<file path="src/rtl/irq_status_hub.sv">
module irq_status_hub #(
  parameter int ADDR_W  = 2,
  parameter int SUB_W   = 8,
  parameter int NUM_REG = 4
) (
  input  logic               clk,
  input  logic               rst_n,
  input  logic               wr_en,
  input  logic [ADDR_W-1:0]  addr,
  input  logic [7:0]         wdata,
  output logic [7:0]         rdata,
  input  logic               evt_clk_loss,
  input  logic               evt_tsd,
  input  logic               evt_twarn,
  input  logic               evt_ovp,
  input  logic               evt_meas_rdy,
  input  logic               lvl_tsd,
  input  logic               lvl_twarn,
  input  logic               lvl_ovp,
  input  logic [SUB_W-1:0]   pair01_evt,
  input  logic [SUB_W-1:0]   pair23_evt,
  input  logic [NUM_REG-1:0] en_req,
  output logic [NUM_REG-1:0] en_out,
  output logic [2:0]         live_stat,
  output logic               irq
);
  localparam logic [ADDR_W-1:0] ADR_TOP  = ADDR_W'(0);
  localparam logic [ADDR_W-1:0] ADR_P01  = ADDR_W'(1);
  localparam logic [ADDR_W-1:0] ADR_P23  = ADDR_W'(2);
  localparam logic [ADDR_W-1:0] ADR_LIVE = ADDR_W'(3);
  localparam int TSD_BIT = 3;

  logic [4:0]       lat_q;
  logic             spare_q;
  logic [SUB_W-1:0] p01_q, p23_q;
  logic [2:0]       live_q;

  logic             wr_top, wr_p01, wr_p23;
  logic [4:0]       evt_vec;
  logic             sum01, sum23;

  assign wr_top  = wr_en && (addr == ADR_TOP);
  assign wr_p01  = wr_en && (addr == ADR_P01);
  assign wr_p23  = wr_en && (addr == ADR_P23);
  assign evt_vec = {evt_clk_loss, evt_tsd, evt_twarn, evt_ovp, evt_meas_rdy};
  assign sum01   = |p01_q;
  assign sum23   = |p23_q;

  always_ff @(posedge clk or negedge rst_n) begin
    if (!rst_n) begin
      lat_q   <= '0;
      spare_q <= 1'b0;
      p01_q   <= '0;
      p23_q   <= '0;
      live_q  <= '0;
    end else begin
      lat_q  <= (lat_q & ~(wr_top ? wdata[4:0] : 5'd0)) | evt_vec;
      p01_q  <= (p01_q & ~(wr_p01 ? wdata[SUB_W-1:0] : '0)) | pair01_evt;
      p23_q  <= (p23_q & ~(wr_p23 ? wdata[SUB_W-1:0] : '0)) | pair23_evt;
      live_q <= {lvl_tsd, lvl_twarn, lvl_ovp};
      if (wr_top) spare_q <= wdata[7];
    end
  end

  always_comb begin
    case (addr)
      ADR_TOP:  rdata = {spare_q, sum23, sum01, lat_q};
      ADR_P01:  rdata = 8'(p01_q);
      ADR_P23:  rdata = 8'(p23_q);
      ADR_LIVE: rdata = {5'd0, live_q};
      default:  rdata = 8'd0;
    endcase
  end

  assign en_out    = lat_q[TSD_BIT] ? '0 : en_req;
  assign live_stat = live_q;
  assign irq       = (|lat_q) | sum01 | sum23;

  AST_SET_WINS: assert property (@(posedge clk) disable iff (!rst_n)
    evt_tsd |=> lat_q[TSD_BIT]);
  AST_W0_KEEPS: assert property (@(posedge clk) disable iff (!rst_n)
    (lat_q[1] && !(wr_top && wdata[1])) |=> lat_q[1]);
  AST_TSD_INHIBIT: assert property (@(posedge clk) disable iff (!rst_n)
    lat_q[TSD_BIT] |-> (en_out == '0));
  AST_SUM01_FALL: assert property (@(posedge clk) disable iff (!rst_n)
    $fell(sum01) |-> $past(wr_p01));
  AST_P23_FALL: assert property (@(posedge clk) disable iff (!rst_n)
    $fell(sum23) |-> $past(wr_en && addr == ADR_P23));
  AST_IRQ_FALL: assert property (@(posedge clk) disable iff (!rst_n)
    $fell(irq) |-> $past(wr_en));
  AST_LIVE_ROSE: assert property (@(posedge clk) disable iff (!rst_n)
    $rose(live_stat[2]) |-> $past(lvl_tsd));
endmodule

</file>
<file path="config.mk">
export PLATFORM = sky130hd
export DESIGN_NAME = irq_status_hub
export DESIGN_NICKNAME = d
export VERILOG_FILES = /design/src/rtl/irq_status_hub.sv
export SDC_FILE = /design/constraint.sdc
export NUM_CORES = 1
export LEC_CHECK = 0
export BUFFER_PORTS_ARGS = -buffer_cell sky130_fd_sc_hd__buf_2
export CAP_MARGIN = 20
export CORE_MARGIN = 1.5
export CORE_UTILIZATION = 45
export DETAILED_ROUTE_END_ITERATION = 12
export PLACE_DENSITY = 0.82
export SYNTH_ARGS = -nofsm -noshare
export SYNTH_HDL_FRONTEND = slang
export SYNTH_SLANG_ARGS = --single-unit
</file>
<file path="constraint.sdc">
create_clock -name clk -period 1.97 [get_ports clk]
set_input_delay 0.2955 -clock clk [delete_from_list [all_inputs] [get_ports clk]]
set_output_delay 0.2955 -clock clk [all_outputs]
set_load 0.005 [all_outputs]
</file>
==> results of run 1 <==
==> routing by layer <==
layer,global-route usage,vias to the layer above,wire length (µm)
met5,0,-,0
met4,0.142,0,109
met3,0.0222,10,193
met2,0.388,59,1620
met1,0.282,535,1260
li1,-,515,-
==> layout by cell type (no fill, tap or decap) <==
| master | Yosys | final |
|---|---|---|
| a21o_1 | 20 | 20 |
| nor4_2 | 0 | 1 |
| and3b_1 | 2 | 2 |
| o21ai_0 | 3 | 3 |
| a211o_1 | 1 | 1 |
| mux4_2 | 2 | 2 |
| a211o_2 | 1 | 1 |
| dlygate4sd3_1 | 0 | 1 |
| or4_1 | 2 | 2 |
| mux4_1 | 1 | 1 |
| buf_2 | 2 | 56 |
| mux2_2 | 1 | 1 |
| mux2i_1 | 3 | 3 |
| nor3b_1 | 1 | 1 |
| nor2b_1 | 6 | 6 |
| dfrtp_1 | 25 | 25 |
| clkbuf_4 | 0 | 3 |
| a21o_2 | 1 | 1 |
| nor4_4 | 0 | 3 |
| nand2_1 | 28 | 28 |
| clkinv_2 | 0 | 1 |
| a22oi_1 | 2 | 2 |
| buf_4 | 0 | 8 |
==> worst min path at each step <==
stage                   end  slack (ns)  depth (start not counted)
3_5_place_dp   live_stat[0]        0.32                          1
2_1_floorplan      lat_q[0]    -0.00009                          0
5_1_grt        live_stat[1]        0.05                          1
3_3_place_gp   live_stat[0]        0.30                          1
4_1_cts        live_stat[0]        0.06                          1
6_report       live_stat[0]        0.06                          1
==> worst max-delay path, stage by stage (launching register included) <==
cell	delay (ns)
dfrtp_1	0.44
nor4_4	0.33
nand2_1	0.12
or4_1	0.52
buf_2	0.15
==> through the flow <==
step	power (mW)	instance area, µm²	setup WS, ns	hold slack [ns]
2_1_floorplan	0.618	1170	0.396	-0.0000911
3_3_place_gp	0.700	1480	0.203	0.305
3_5_place_dp	0.704	1480	0.0775	0.316
4_1_cts	0.940	1600	-0.159	0.0616
5_1_grt	0.989	1620	-0.231	0.0456
6_report	0.946	1620	-0.183	0.0624
==> power by group <==
group	leakage, nW	internal (mW)	switching (mW)
Combinational	0.464	0.0826	0.0693
Sequential	0.238	0.535	0.0222
Clock	0.0177	0.0760	0.161
Total	0.720	0.694	0.252
==> cell families after synthesis <==
group                  Yosys count  share of synthesized area
multiplexers                     7                     0.0962
AND/OR/NAND/NOR                 43                      0.177
AO/OA/AOI/OAI                   28                      0.177
buffers and inverters            4                     0.0150
flip-flops                      25                      0.534
==> registers in the layout (all words and copies together), names as in the netlist <==
name,cells
p23_q,8
lat_q,5
spare_q,1
live_stat,3
p01_q,8
==> cell type report <==
type                            instances  area (µm²)
Timing Repair Buffer                   65         350
Sequential cell                        25         626
Clock buffer                            3        22.5
Multi-Input combinational cell         78         579
Fill cell                             191         857
Clock inverter                          1        5.00
Tap cell                               30        37.5
==> timing repair <==
item                                    4_1_cts  5_1_grt
endpoints found under the setup margin        1        1
resized for setup                             6        1
pin swaps                                     2        0
endpoints found under the hold margin        25        0
buffers inserted                              6        1
hold buffers                                  1        0
==> flow_metrics.tcl, run 1 <==
set metrics [dict create \
    status "complete, but fails checks" \
    violations "setup timing" \
    synth-seq-area-share 0.534 \
    critPathCapture "irq" \
    grt_overflow 0 \
    cp_max_fo 2 \
    yosys.area.top_type "dfrtp_1" \
    cts_tree "done" \
    synth_area_um2 1170 \
    dpl.cell_count 190 \
    grt_start_max_net_pins 26 \
    r2r-start "p23_q[4]" \
    vias 1119 \
    max_freq_mhz 465 \
    synth_warnings 0 \
    setup_viol_count_final 1 \
    ant_nets 0 \
    drc 0 \
    clk_latency_ns 0.32 \
    setup_slack_ns -0.183 \
    async_reset_ff_frac 1.00 \
    netlist_top_cells_count "nand2_1 (28), dfrtp_1 (25), a21o_1 (20), nor2b_1 (6), nor4_1 (4)" \
    grt_pass1_wl_mm 4.80 \
    synth_fp_nets 148 \
    cts_max_level 1 \
    antenna_found_initial 0 \
    die_area_um2 2920 \
    path_class "reg2out" \
    synth_edf_count 0 \
    area_delta_synth_final_pct 38.4 \
    fin_cells 202 \
    cts_sinks 25 \
    crit_path_end_kind "output pin" \
    cp-start-kind "register" \
    peakVddDrop_mv 0.458 \
    hold_violations 0 \
    gp_routability_congestion 0.848 \
    wl_per_cell_um 15.8 \
    cp.required_ns 1.67 \
    synth.avg_cell_area_um2 10.9 \
    vias_per_cell 5.54 \
    synthFlopType "dfrtp_1" \
    fin_worst_skew_ns 0 \
    grt_pass1_vias 1079 \
    pin_count 57 \
    postSynthCellCount 107 \
    reg2reg_to "p23_q[4]" \
    synth.top_cells.by_area "dfrtp_1 (53%), a21o_1 (13%), nand2_1 (9.0%)" \
    drive_above_1_share 0.448 \
    synth_seq_cells 25 \
    drv_slew 0 \
    track_usage 0.230 \
    rsz0062_at_grt "true" \
    post-route-util 0.654 \
    reg2reg_slack_ns 1.02 \
    num_rows 18 \
    die_h_um 54.0 \
    clockBufferDepth 2 \
    leakagePower_nw 0.720 \
    n_antenna_cell 0 \
    period_share 1.09 \
    slew_headroom 0.627 \
    hp-start "lvl_ovp" \
    start_util 0.473 \
    fin_crit_ns 2.15 \
    root_buffer "clkbuf_4" \
    drt_iter0_markers 25 \
    worst-r2r-cell-count 3 \
    wirelength_mm 3.18 \
    final_nets 214 \
    port_buffers 56 \
    drt_first_pass_iters 4 \
    cp.arrival_ns 1.86 \
    power.density_nw_per_um2 584 \
    cts_buffers 3 \
    hpwl_mm 2.31 \
    synth_top_area_share 0.534 \
    core-area_um2 2480 \
    synth_most_common_cell "nand2_1" \
    setup.worst_path.start "p23_q[3]" \
    clk_pin_slew_ns 0.15 \
    drv_cap 0 \
    hp-class "in2reg" \
    final.setup.tns_ns -0.183 \
    yosysUniqueCellTypes 19 \
    die_w_um 54.0 \
    tightestPinTransition_ns 0.559 \
]
(Power assumes the default switching activity.)
==> run 2, diff against run 1 <==
ABC_AREA = 1   (was not set)
CAP_MARGIN = not set   (was 20)
CORE_UTILIZATION = 46   (was 45)
==> run 2 against run 1 <==
Effect of this change:
- the run now ends clean
- cell count up 31%
- clock skew unchanged
- clock power down 6%
- largest cell class unchanged
- global-route usage down 3.8 points
==> flow_metrics.tcl, run 2 <==
set metrics [dict create \
    fin_crit_ns 1.72 \
    synthSimpleGateAreaFrac 0.290 \
    synthFlopType "dfrtp_1" \
    die_area_um2 3170 \
    drt_iter0_markers 42 \
    status "finished, final reports clean" \
    synth_xor_area_frac 0 \
    reg2reg_slack_ns 1.23 \
    gp_routability_congestion 0.838 \
    period_share 0.872 \
    clk_pin_slew_ns 0.13 \
    synth_warnings 0 \
    power.density_nw_per_um2 569 \
    drv_slew 0 \
    netlist_top_cells_count "nand2_1 (53), inv_1 (35), dfrtp_1 (25), nor2_1 (17), o21ai_2 (11)" \
    rsz0062_at_grt "false" \
    n_antenna_cell 0 \
    vias 1271 \
    final_common_cell "buf_2" \
    cts-resized-gates 0 \
    synth_most_common_cell "nand2_1" \
    drc 0 \
    grt_overflow 0 \
    grt_pass1_vias 1178 \
    synth.avg_cell_area_um2 7.60 \
    clockBufferDepth 2 \
    drt_first_pass_iters 4 \
    num_rows 19 \
    grt_pass1_wl_mm 4.84 \
    hold_violations 0 \
    synthAdderAreaFrac 0 \
    fillers 268 \
    core-area_um2 2730 \
    root_buffer "clkbuf_4" \
    postSynthCellCount 172 \
    setup_viol_count_final 0 \
    tightestPinTransition_ns 0.531 \
    cts_max_level 1 \
    min_to "live_stat[0]" \
    cts_buffers 3 \
    max_freq_mhz 582 \
    antenna_found_initial 0 \
    hp-start "lvl_ovp" \
    worst-r2r-cell-count 2 \
    synth_top_family_by_area "simple AND/OR/NAND/NOR gates" \
    fin_cells 264 \
    hpwl_mm 2.26 \
    r2r-start "lat_q[3]" \
    drive_above_1_share 0.335 \
    yosys.area.top_type "dfrtp_1" \
    synth_top_area_share 0.478 \
    die_h_um 56.3 \
    cts_sinks 25 \
    wl_per_cell_um 10.8 \
    pin_count 57 \
    cp-start-kind "register" \
    path_class "reg2out" \
    synthMuxAreaShare 0 \
    cp_max_fo 7 \
    postCtsSetupBuffers 0 \
    synth_area_um2 1310 \
    crit_path_end_kind "output pin" \
    hp-class "in2reg" \
    yosysUniqueCellTypes 14 \
    track_usage 0.192 \
    vias_per_cell 4.81 \
    final.setup.tns_ns 0 \
    die_w_um 56.3 \
    peakVddDrop_mv 0.395 \
    drv_cap 0 \
    start_util 0.478 \
    area_delta_synth_final_pct 27.2 \
    slew_headroom 0.646 \
    synth_compound_area_frac 0.125 \
    async_reset_ff_frac 1.00 \
    cp.required_ns 1.67 \
    final_nets 275 \
    leakagePower_nw 0.885 \
    synth_edf_count 0 \
    cp.arrival_ns 1.42 \
    synth_seq_cells 25 \
    grt_start_max_net_pins 26 \
    ant_nets 0 \
    synth_fp_nets 213 \
    cts_tree "done" \
    top_regs "p01_q x8, p23_q x8, lat_q x5" \
    worst_hold_path.num_cells 1 \
    clk_latency_ns 0.31 \
    fin_worst_skew_ns 0 \
    final_cell_mix "buf_2 (56), nand2_1 (53), inv_1 (35)" \
    synth-seq-area-share 0.478 \
    reg2reg_to "lat_q[3]" \
    synth.top_cells.by_area "dfrtp_1 (48%), nand2_1 (15%), inv_1 (10%)" \
    wirelength_mm 2.85 \
    port_buffers 56 \
    dpl.cell_count 259 \
]
==> run 2: changes by cell type after synthesis, sizes merged, moves of 7 or more <==
cell,previous run,this run
nand2,28,55
nand3,0,7
inv,0,37
a21o,21,0
nor2,0,20
o21ai,3,23
==> run 2: how the worst max path moves through the flow <==
stage | start | to | slack (ns) | cells after the start
finish | lat_q[3] | irq | 0.25 | 4
CTS | lat_q[3] | irq | 0.23 | 4
floorplan | lat_q[3] | irq | 0.79 | 3
global route | lat_q[3] | irq | 0.17 | 4
global placement | addr[1] | rdata[6] | 0.59 | 8
detailed placement | addr[0] | rdata[6] | 0.55 | 8
==> run 2: layout make-up <==
class	count	area, µm²	share of cell area
clock buffers	4	26.3	0.0158
inverters	37	139	0.0835
flip-flops and latches	25	626	0.376
multi-input cells	110	543	0.327
repair buffers	57	290	0.175
well taps	31	38.8	0.0233
==> run 2: metal layers <==
metal | wire (µm) | GRT usage | vias to the layer above | part of all wire
met5 | 0 | 0 | - | 0
met4 | 25 | 0.0510 | 0 | 0.0088
met3 | 156 | 0.0300 | 4 | 0.055
met2 | 1410 | 0.339 | 43 | 0.49
met1 | 1260 | 0.245 | 580 | 0.44
li1 | - | - | 644 | -
==> run 2: logic make-up (layout without fill, tap and decap cells) <==
| logic type | after synthesis | count (layout) |
|---|---|---|
| AND/OR/NAND/NOR | 86 | 86 |
| buffers and inverters | 37 | 98 |
| flip-flops | 25 | 25 |
| AO/OA/AOI/OAI | 24 | 24 |
==> run 2: stage by stage <==
step	area, µm²	hold WS, ns	total power, mW	util	worst slack (ns)
2_1_floorplan	1310	-0.0000911	0.640	-	0.793
6_report	1660	0.0793	0.946	0.608	0.253
3_5_place_dp	1630	0.312	0.735	0.595	0.553
5_1_grt	1660	0.0606	1.00	0.608	0.168
3_3_place_gp	1630	0.307	0.729	0.595	0.588
4_1_cts	1660	0.0725	0.959	0.608	0.235
==> run 2: worst max-delay path: stages, from the launching register on <==
cell and delay, ns:
dfrtp_1 0.47, or2_2 0.32, nor2_1 0.10, nand3_1 0.09, buf_2 0.13
==> run 2: where the power goes <==
part,total [mW],switching [mW],internal [mW]
registers,0.552,0.0174,0.534
clock network,0.223,0.144,0.0792
logic,0.171,0.0940,0.0772
==> run 2: repair_timing <==
action                                  in CTS  in global routing
hold buffers                                 1                  0
hold endpoints to repair                    25                  0
endpoints found under the setup margin       0                  0
